==> src/rtl/intc8_pkg.sv <==
package intc8_pkg;
  localparam int N_LVL = 8;
  localparam int LVL_W = $clog2(N_LVL);

  typedef enum logic [1:0] {
    REG_PEND = 2'd0,
    REG_MASK = 2'd1,
    REG_PRIO = 2'd2,
    REG_SYS  = 2'd3
  } reg_sel_e;

  // system mode: bit0 gie, bits 3:1 fast select, bit4 fast enable
  typedef struct packed {
    logic             fen;
    logic [LVL_W-1:0] fsel;
    logic             gie;
  } sys_t;

  localparam int SYS_W = $bits(sys_t);
endpackage

==> src/rtl/intc8_regs.sv <==
module intc8_regs
  import intc8_pkg::*;
(
  input  logic             clk_i,
  input  logic             rst_ni,
  input  logic             wr_en_i,
  input  logic [1:0]       addr_i,
  input  logic [N_LVL-1:0] wdata_i,
  input  logic [N_LVL-1:0] pend_i,
  output logic [N_LVL-1:0] mask_o,
  output logic [LVL_W-1:0] base_o,
  output sys_t             sys_o,
  output logic [N_LVL-1:0] wclr_o,
  output logic [N_LVL-1:0] rdata_o
);
  reg_sel_e sel;
  assign sel = reg_sel_e'(addr_i);

  always_ff @(posedge clk_i or negedge rst_ni) begin
    if (!rst_ni) begin
      mask_o <= '0;
      base_o <= '0;
      sys_o  <= '0;
    end else if (wr_en_i) begin
      case (sel)
        REG_MASK: mask_o <= wdata_i;
        REG_PRIO: base_o <= wdata_i[LVL_W-1:0];
        REG_SYS:  sys_o  <= sys_t'(wdata_i[SYS_W-1:0]);
        default:  ;
      endcase
    end
  end

  assign wclr_o = (wr_en_i && sel == REG_PEND) ? wdata_i : '0;

  always_comb begin
    case (sel)
      REG_PEND: rdata_o = pend_i;
      REG_MASK: rdata_o = mask_o;
      REG_PRIO: rdata_o = {{(N_LVL-LVL_W){1'b0}}, base_o};
      default:  rdata_o = {{(N_LVL-SYS_W){1'b0}}, sys_o};
    endcase
  end
endmodule

==> src/rtl/intc8_pend.sv <==
module intc8_pend
  import intc8_pkg::*;
#(
  parameter int N_SRC = 27
) (
  input  logic             clk_i,
  input  logic             rst_ni,
  input  logic [N_SRC-1:0] src_i,
  input  logic [N_LVL-1:0] mask_i,
  input  logic [N_LVL-1:0] wclr_i,
  input  logic             ack_i,
  input  logic [LVL_W-1:0] ack_lvl_i,
  output logic [N_LVL-1:0] pend_o
);
  logic [N_SRC-1:0] src_q;
  logic [N_SRC-1:0] rise;
  logic [N_LVL-1:0] lvl_evt;

  always_ff @(posedge clk_i or negedge rst_ni) begin
    if (!rst_ni) src_q <= '0;
    else         src_q <= src_i;
  end

  assign rise = src_i & ~src_q;

  always_comb begin
    lvl_evt = '0;
    for (int k = 0; k < N_SRC; k++)
      if (rise[k]) lvl_evt[k % N_LVL] = 1'b1;
  end

  for (genvar l = 0; l < N_LVL; l++) begin : g_lvl
    logic clr, set;
    assign clr = wclr_i[l] | (ack_i && ack_lvl_i == LVL_W'(l));
    assign set = lvl_evt[l] & ~mask_i[l];

    always_ff @(posedge clk_i or negedge rst_ni) begin
      if (!rst_ni)       pend_o[l] <= 1'b0;
      else if (set)      pend_o[l] <= 1'b1;
      else if (clr)      pend_o[l] <= 1'b0;
    end

    assert_no_spurious_R2: assert property (@(posedge clk_i) disable iff (!rst_ni)
      (!pend_o[l] && !lvl_evt[l]) |=> !pend_o[l]);

    assert_masked_drop_R3: assert property (@(posedge clk_i) disable iff (!rst_ni)
      (!pend_o[l] && mask_i[l]) |=> !pend_o[l]);
  end

  assert_ack_clears_R7: assert property (@(posedge clk_i) disable iff (!rst_ni)
    (ack_i && !lvl_evt[ack_lvl_i]) |=> !pend_o[$past(ack_lvl_i)]);
endmodule

==> src/rtl/intc8_arb.sv <==
module intc8_arb
  import intc8_pkg::*;
(
  input  logic [N_LVL-1:0] pend_i,
  input  logic [N_LVL-1:0] mask_i,
  input  logic [LVL_W-1:0] base_i,
  input  sys_t             sys_i,
  output logic             irq_o,
  output logic [LVL_W-1:0] lvl_o,
  output logic             fast_o
);
  logic [N_LVL-1:0] req;
  logic             any;

  assign req = pend_i & ~mask_i;
  assign any = |req;

  // scan from lowest priority up so the top-ranked hit is written last
  always_comb begin
    lvl_o = '0;
    for (int k = N_LVL - 1; k >= 0; k--) begin
      if (req[LVL_W'((int'(base_i) + k) % N_LVL)])
        lvl_o = LVL_W'((int'(base_i) + k) % N_LVL);
    end
  end

  assign irq_o  = any & sys_i.gie;
  assign fast_o = irq_o & sys_i.fen & (lvl_o == sys_i.fsel);
endmodule

==> src/rtl/intc8_top.sv <==
module intc8_top
  import intc8_pkg::*;
#(
  parameter int N_SRC = 27
) (
  input  logic             clk_i,
  input  logic             rst_ni,
  input  logic [N_SRC-1:0] src_i,
  input  logic [1:0]       addr_i,
  input  logic             wr_en_i,
  input  logic [N_LVL-1:0] wdata_i,
  output logic [N_LVL-1:0] rdata_o,
  input  logic             ack_i,
  output logic             irq_o,
  output logic [LVL_W-1:0] irq_lvl_o,
  output logic             fast_o
);
  logic [N_LVL-1:0] pend, mask, wclr;
  logic [LVL_W-1:0] base;
  sys_t             sys;

  intc8_regs u_regs (
    .clk_i, .rst_ni, .wr_en_i, .addr_i, .wdata_i,
    .pend_i (pend),
    .mask_o (mask),
    .base_o (base),
    .sys_o  (sys),
    .wclr_o (wclr),
    .rdata_o
  );

  intc8_pend #(.N_SRC(N_SRC)) u_pend (
    .clk_i, .rst_ni, .src_i,
    .mask_i    (mask),
    .wclr_i    (wclr),
    .ack_i     (ack_i & irq_o),
    .ack_lvl_i (irq_lvl_o),
    .pend_o    (pend)
  );

  intc8_arb u_arb (
    .pend_i (pend),
    .mask_i (mask),
    .base_i (base),
    .sys_i  (sys),
    .irq_o,
    .lvl_o  (irq_lvl_o),
    .fast_o
  );

  assert_win_unmasked_R3: assert property (@(posedge clk_i) disable iff (!rst_ni)
    irq_o |-> (pend[irq_lvl_o] && !mask[irq_lvl_o]));

  assert_top_level_wins_R4: assert property (@(posedge clk_i) disable iff (!rst_ni)
    (irq_o && pend[base] && !mask[base]) |-> (irq_lvl_o == base));

  assert_irq_gated_R5: assert property (@(posedge clk_i) disable iff (!rst_ni)
    irq_o |-> sys.gie);

  assert_fast_match_R6: assert property (@(posedge clk_i) disable iff (!rst_ni)
    fast_o |-> (irq_o && sys.fen && irq_lvl_o == sys.fsel));
endmodule

==> config.mk <==
export PLATFORM = sky130hd
export DESIGN_NAME = intc8_top
export DESIGN_NICKNAME = d
export VERILOG_FILES = /design/src/rtl/intc8_pkg.sv /design/src/rtl/intc8_regs.sv /design/src/rtl/intc8_pend.sv /design/src/rtl/intc8_arb.sv /design/src/rtl/intc8_top.sv
export SDC_FILE = /design/constraint.sdc
export NUM_CORES = 1
export LEC_CHECK = 0
export ABC_AREA = 1
export CELL_PAD_IN_SITES_DETAIL_PLACEMENT = 1
export CELL_PAD_IN_SITES_GLOBAL_PLACEMENT = 2
export CORE_UTILIZATION = 33
export CTS_BUF_LIST = sky130_fd_sc_hd__clkbuf_8 sky130_fd_sc_hd__clkbuf_16
export CTS_CLUSTER_SIZE = 10
export DETAILED_ROUTE_END_ITERATION = 7
export GPL_TIMING_DRIVEN = 0
export PLACE_DENSITY_LB_ADDON = 0.1
export SETUP_SLACK_MARGIN = 0.2
export SLEW_MARGIN = 20
export SYNTH_ARGS = -nofsm -noshare
export SYNTH_HDL_FRONTEND = slang
export SYNTH_SLANG_ARGS = --single-unit
==> constraint.sdc <==
create_clock -name clk_i -period 6.85 [get_ports clk_i]
set_input_delay 1.37 -clock clk_i [delete_from_list [all_inputs] [get_ports clk_i]]
set_output_delay 1.37 -clock clk_i [all_outputs]
set_load 0.005 [all_outputs]
# Word-level counts from Yosys, hierarchy flattened
# Index checks and enable logic that the tools add are counted.
totals:
  elab_cells: 172
  mem_count: 0
  latchBits: 0
  register_bits: 51
  ramBits: 0
  romBits: 0
  output_inout_bits: 13
op_classes:
  bitwise: 32
  add_sub_neg: 7
  shifts: 0
  n_reduce_logical: 23
  muxes: 77
  n_div: 0
  n_mul: 0
  n_eq_ne: 11
  n_lt_le_gt_ge: 8
ops:
  columns: ["op", "n"]
  rows:
  - ["$mux 1", 59]
  - ["$lt 3x5->1 const B", 8]
  - ["$and 27x27->27", 1]
  - ["$not 27->27", 1]
  - ["$bmux 1 s3", 8]
  - ["$mux 3", 8]
  - ["$pmux 8 s3", 1]
  - ["$reduce_bool 2->1", 8]
  - ["$add 3x3->3 const B", 4]
  - ["$and 1x1->1", 12]
  - ["$eq 3x3->1 const B", 4]
  - ["$logic_and 1x1->1", 9]
  - ["$and 8x8->8", 1]
  - ["$mux 8", 1]
  - ["$not 1->1", 8]
  - ["$not 8->8", 1]
  - ["$or 1x1->1", 8]
  - ["$reduce_or 8->1", 1]
  - ["$add 3x2->3 const B", 2]
  - ["$eq 3x2->1 const B", 2]
  - ["$reduce_and 2->1", 3]
  - ["$eq 2x2->1 const B", 2]
  - ["$add 3x1->3 const B", 1]
  - ["$eq 3x1->1 const B", 1]
  - ["other kinds (4)", 4]

# Depth between registers and ports, before layout
depth:
  ltp_word: 18
  ltp_mapped: 22
  depth_no_buf: 20

# Modules after synthesis
# From an unflattened synthesis, not the netlist that was laid out.
unflattened:
  hier_cells: 432
  hier_area_um2: 3076.7
by_module_without_submodules:
  columns: ["mod", "seq_area_each_um2", "area_each_um2", "cells_each", "n_inst"]
  rows:
  - ["intc8_pend", 875.8, 1340.0, 146, 1]
  - ["intc8_arb", 0.0, 872.1, 165, 1]
  - ["intc8_regs", 400.4, 857.1, 119, 1]
  - ["intc8_top", 0.0, 7.5, 2, 1]

# Least setup slack after synthesis
# No wires, ideal clock.
synth_timing:
  kind: "flip-flop to output port"
  startpoint: "register u_regs.base_o[0]"
  endpoint: "output port fast_o"
  t_required_ns: 5.480
  t_arrival_ns: 2.220
  n_path_buf: 2
  slack_ns: 3.260
  path_stages_with_launch: 21
  cell_sequence: "dfrtp_1 -> buf_6 -> inv_6 -> buf_12 -> ha_1 -> inv_2 -> nand3_1 -> nand3_2 -> nand2_4 -> inv_2 -> a21oi_2 -> nand2_1 -> nand2_2 -> nand2_2 -> nand2_2 -> nand2_4 -> nand2_1 -> nand2_1 -> nor2_1 -> nand2_1 -> nor2_1"
synth_via:
  elab_chain_cells: 14
  elab_cells_between_ends: 41
  classes_between: "add/sub: 7; eq/ne: 1; mux: 32; bitwise: 1"
synth_lines:
  columns: ["element", "line_no", "source"]
  rows:
  - ["from (decl)", "intc8_regs.sv:11", "output logic [LVL_W-1:0] base_o,"]
  - ["from (signal assigned)", "intc8_regs.sv:27", "REG_PRIO: base_o <= wdata_i[LVL_W-1:0];"]
  - ["$add 3x3->3", "intc8_arb.sv:22, intc8_arb.sv:23", null]
  - ["$bmux 1 s3", "intc8_arb.sv:22", "if (req[LVL_W'((int'(base_i) + k) % N_LVL)])"]
  - ["$mux 1 (implied by the code) (2 in a row)", "intc8_arb.sv:22", null]
  - ["$mux 3 (7 in a row)", "intc8_arb.sv:22", null]
  - ["$mux 3 (*)", "intc8_arb.sv:22", null]
  - ["$eq 3x3->1 (*)", "intc8_arb.sv:28", "assign fast_o = irq_o & sys_i.fen & (lvl_o == sys_i.fsel);"]
  - ["$and 1x1->1 (*)", "intc8_arb.sv:28", null]
  - ["to (decl)", "intc8_top.sv:16", "output logic fast_o"]
# Every way passes the cells marked *; elsewhere a longest branch is shown, timed or not. The select of a mux whose other input is x is not followed.

# Worst setup path in the final report
# Same ends and word-level chain as after synthesis.

==> out/qor.txt <==
Post-DRT Antenna Nets - 0
Setup slack after layout - 2.06 ns
Part of the cycle the worst path needs - 69.9%
# fillers - 1084
Final Hold Fails - 0
Max_cap viols - 0
DR WL/cell - 15.1 µm
Tot GR Track Use - 18.8%
Resized Gates After CTS - 0
Sw Pwr - 0.460 mW
Hold Crit Class - register to register
Sw frac - 41.5%
Fin Setup TNS - 0 ns
Synth-to-Final Area Change - 25.7%
Mux cell area share after synthesis - 0%
Global route overflow - 0
Mean Syn Cell Area - 7.97 µm²
First-pass GRT wire length - 14100 µm
Post-Syn Instances - 379
Clk network pwr share - 19.1%
Worst skew pair latency - 0.30 ns
Nature of the critical path startpoint - register
Violated checks - design-rule violations
Die Ht - 97.7 µm
CORE AREA - 8810 µm²
Io pins - 54
WS Path Type - register to output pin
Total die area - 9540 µm²
Post-CTS Repair Setup Buffers - 0
Share of cells above drive strength 1 - 13.6%
DRC viols - 4
DPL Wire Length - 6660 µm
Synth Area in Simple Gates - 30.0%
Synth warn - 0
DR vias - 2662
Vias in the first global route - 2841
Post-synthesis compound-gate area fraction - 13.1%
CTS Buffer Depth - 2
CTS H-tree depth - 2
Peak VDD IR - 0.102 mV
Comb power frac - 48.5%
Commonest non-fill, non-tap cell in the layout - nand2_1
Slew HR - 55.9%
# rows - 34
Synth Area in XOR/XNOR - 1.62%
Cts-stage hold buffer count - 0
Number of I/O port buffers - 53
Num CTS Buffers - 5
Clock root cell - clkbuf_8
Yosys cell types - 31
RSZ-0062 raised after global routing - false
Util after Layout - 43.1%
Initial core utilization - 34.3%
Total clock sinks - 51
Fmax - 0.209 GHz
Via-per-instance ratio - 4.86
Clock Pin Slew Worst Setup and Hold Paths - 0.10 ns
Tmin final - 4.79 ns
Placed cell areas - 3680 µm²
Hold Slack - 0.494 ns
Worst Skew - 0.0136 ns
Synthesized net count - 422
Initial antenna violation count - 0
Status - complete, but fails checks
CTS tree - built
Crit Path Max Fanout - 10
Die W - 97.7 µm
ANT cells - 0
Critical Path End Type - output pin
Commonest non-fill, non-tap cells in the layout - nand2_1 (82), inv_1 (76), clkdlybuf4s50_1 (52)
DRT Wirelength - 8250 µm
Sequential power share - 32.4%
Arr. time, crit path - 3.42 ns
Dpl ws - 2.18 ns
Largest family of logic cells by synthesized area - simple AND/OR/NAND/NOR gates
Post-synthesis sequential area ratio - 42.3%
WP data required - 5.48 ns
Post-route cell area - 3790 µm²
Pleak - 1.86 nW
FF+latch count, synth - 51
Initial DRC count - 67
Final GP Congestion - 0.828
# nets final - 482
Post-synthesis adder-cell area fraction - 0.829%
Largest net degree at the start of global routing - 52
Worst-Margin Slew - 0.661 ns
Post-synthesis cell area - 3020 µm²
Total power divided by cell area - 292 nW/µm²
Pre-Repair DR Iteration Count - 6
Slew Viols, Final - 0
Final setup vio count - 0
Internal - 0.648 mW
-- synthesized netlist by cell type (all sizes together) --
library cell   n  area share [%]
a211oi         1            0.25
a21oi         11             2.3
a221oi         1            0.29
a22o           1            0.29
buf            4             1.8
clkbuf         1            0.12
dfrtp         51              42
ha             2            0.83
inv           81              10
nand2         96              14
nand3         54              13
nand4          1            0.21
nor2          18             2.9
o2111ai        1            0.29
o21ai         36             6.0
o221ai         2            0.58
o22ai         15             3.1
xnor2          1            0.54
xor2           2             1.1
-- sequential cells by signal, indices dropped and copies added, names as in the netlist --
register / cells
u_pend.src_q: 27
u_regs.base_o: 3
u_pend.pend_o: 8
u_regs.mask_o: 8
u_regs.sys_o: 5
-- power by group through the flow --
| stage | combinational, mW | clock [mW] | sequential [mW] |
|---|---|---|---|
| 6_report | 0.537 | 0.211 | 0.359 |
| 5_1_grt | 0.603 | 0.232 | 0.364 |
| 4_1_cts | 0.544 | 0.221 | 0.359 |
| 3_5_place_dp | 0.542 | 0 | 0.365 |
| 3_3_place_gp | 0.533 | 0 | 0.364 |
| 2_1_floorplan | 0.376 | 0 | 0.357 |
-- layer usage --
layer	GRT usage, %	wire (µm)	vias to the layer above
met5	0	0	-
met1	24.3	3900	1269
li1	-	-	1334
met3	3.31	305	10
met4	5.36	123	0
met2	32.0	3920	49
-- metrics by stage --
stage | total power, mW | std cells
2_1_floorplan | 0.732 | 379
3_3_place_gp | 0.897 | 540
3_5_place_dp | 0.907 | 540
4_1_cts | 1.13 | 548
5_1_grt | 1.20 | 548
6_report | 1.11 | 548
-- cell families after synthesis --
group,count (synthesis)
buffers and inverters,86
XOR/XNOR,3
flip-flops,51
adder cells (fa/ha/maj),2
AND/OR/NAND/NOR,169
AO/OA/AOI/OAI,68
-- worst max-delay path, cell delays in order, from the launching register on --
cell	delay, ns
dfrtp_1	0.37
buf_6	0.16
inv_6	0.04
buf_12	0.14
ha_1	0.45
inv_2	0.13
nand3_1	0.14
nand3_2	0.12
nand2_4	0.11
inv_2	0.04
a21oi_2	0.10
nand2_1	0.07
nand2_2	0.08
nand2_2	0.05
nand2_2	0.07
nand2_4	0.09
nand2_1	0.08
nand2_1	0.05
nor2_1	0.14
nand2_1	0.07
nor2_1	0.09
clkdlybuf4s50_1	0.51
-- layout make-up --
| cell class | instances | area, µm² | share of cell area [%] |
|---|---|---|---|
| Multi-Input combinational cell | 242 | 1370 | 36.2 |
| Sequential cell | 51 | 1280 | 33.6 |
| Timing Repair Buffer | 53 | 528 | 13.9 |
| Inverter | 81 | 312 | 8.21 |
| Tap cell | 108 | 135 | 3.56 |
| Clock buffer | 5 | 68.8 | 1.81 |
| Buffer | 5 | 57.6 | 1.52 |
| Clock inverter | 3 | 42.5 | 1.12 |
-- path summary, 6_finish.rpt --
check | startpoint | end | slack, ns | cells past startpoint
worst max-delay path | u_regs.base_o[0]$_DFFE_PN0P_ | fast_o | 2.06 | 21
worst min-delay path | u_regs.mask_o[0]$_DFFE_PN0P_ | u_regs.mask_o[0]$_DFFE_PN0P_ | 0.49 | 2
worst max register to register | u_regs.base_o[0]$_DFFE_PN0P_ | u_pend.pend_o[6]$_DFFE_PN0P_ | 4.09 | 21
worst min register to register | u_regs.mask_o[0]$_DFFE_PN0P_ | u_regs.mask_o[0]$_DFFE_PN0P_ | 0.49 | 2
max in group asynchronous | rst_ni | u_pend.src_q[3]$_DFF_PN0_ | 5.32 | 1
min in group asynchronous | rst_ni | u_pend.src_q[22]$_DFF_PN0_ | 1.09 | 1
Note: power is estimated with default switching activity, not from simulation.
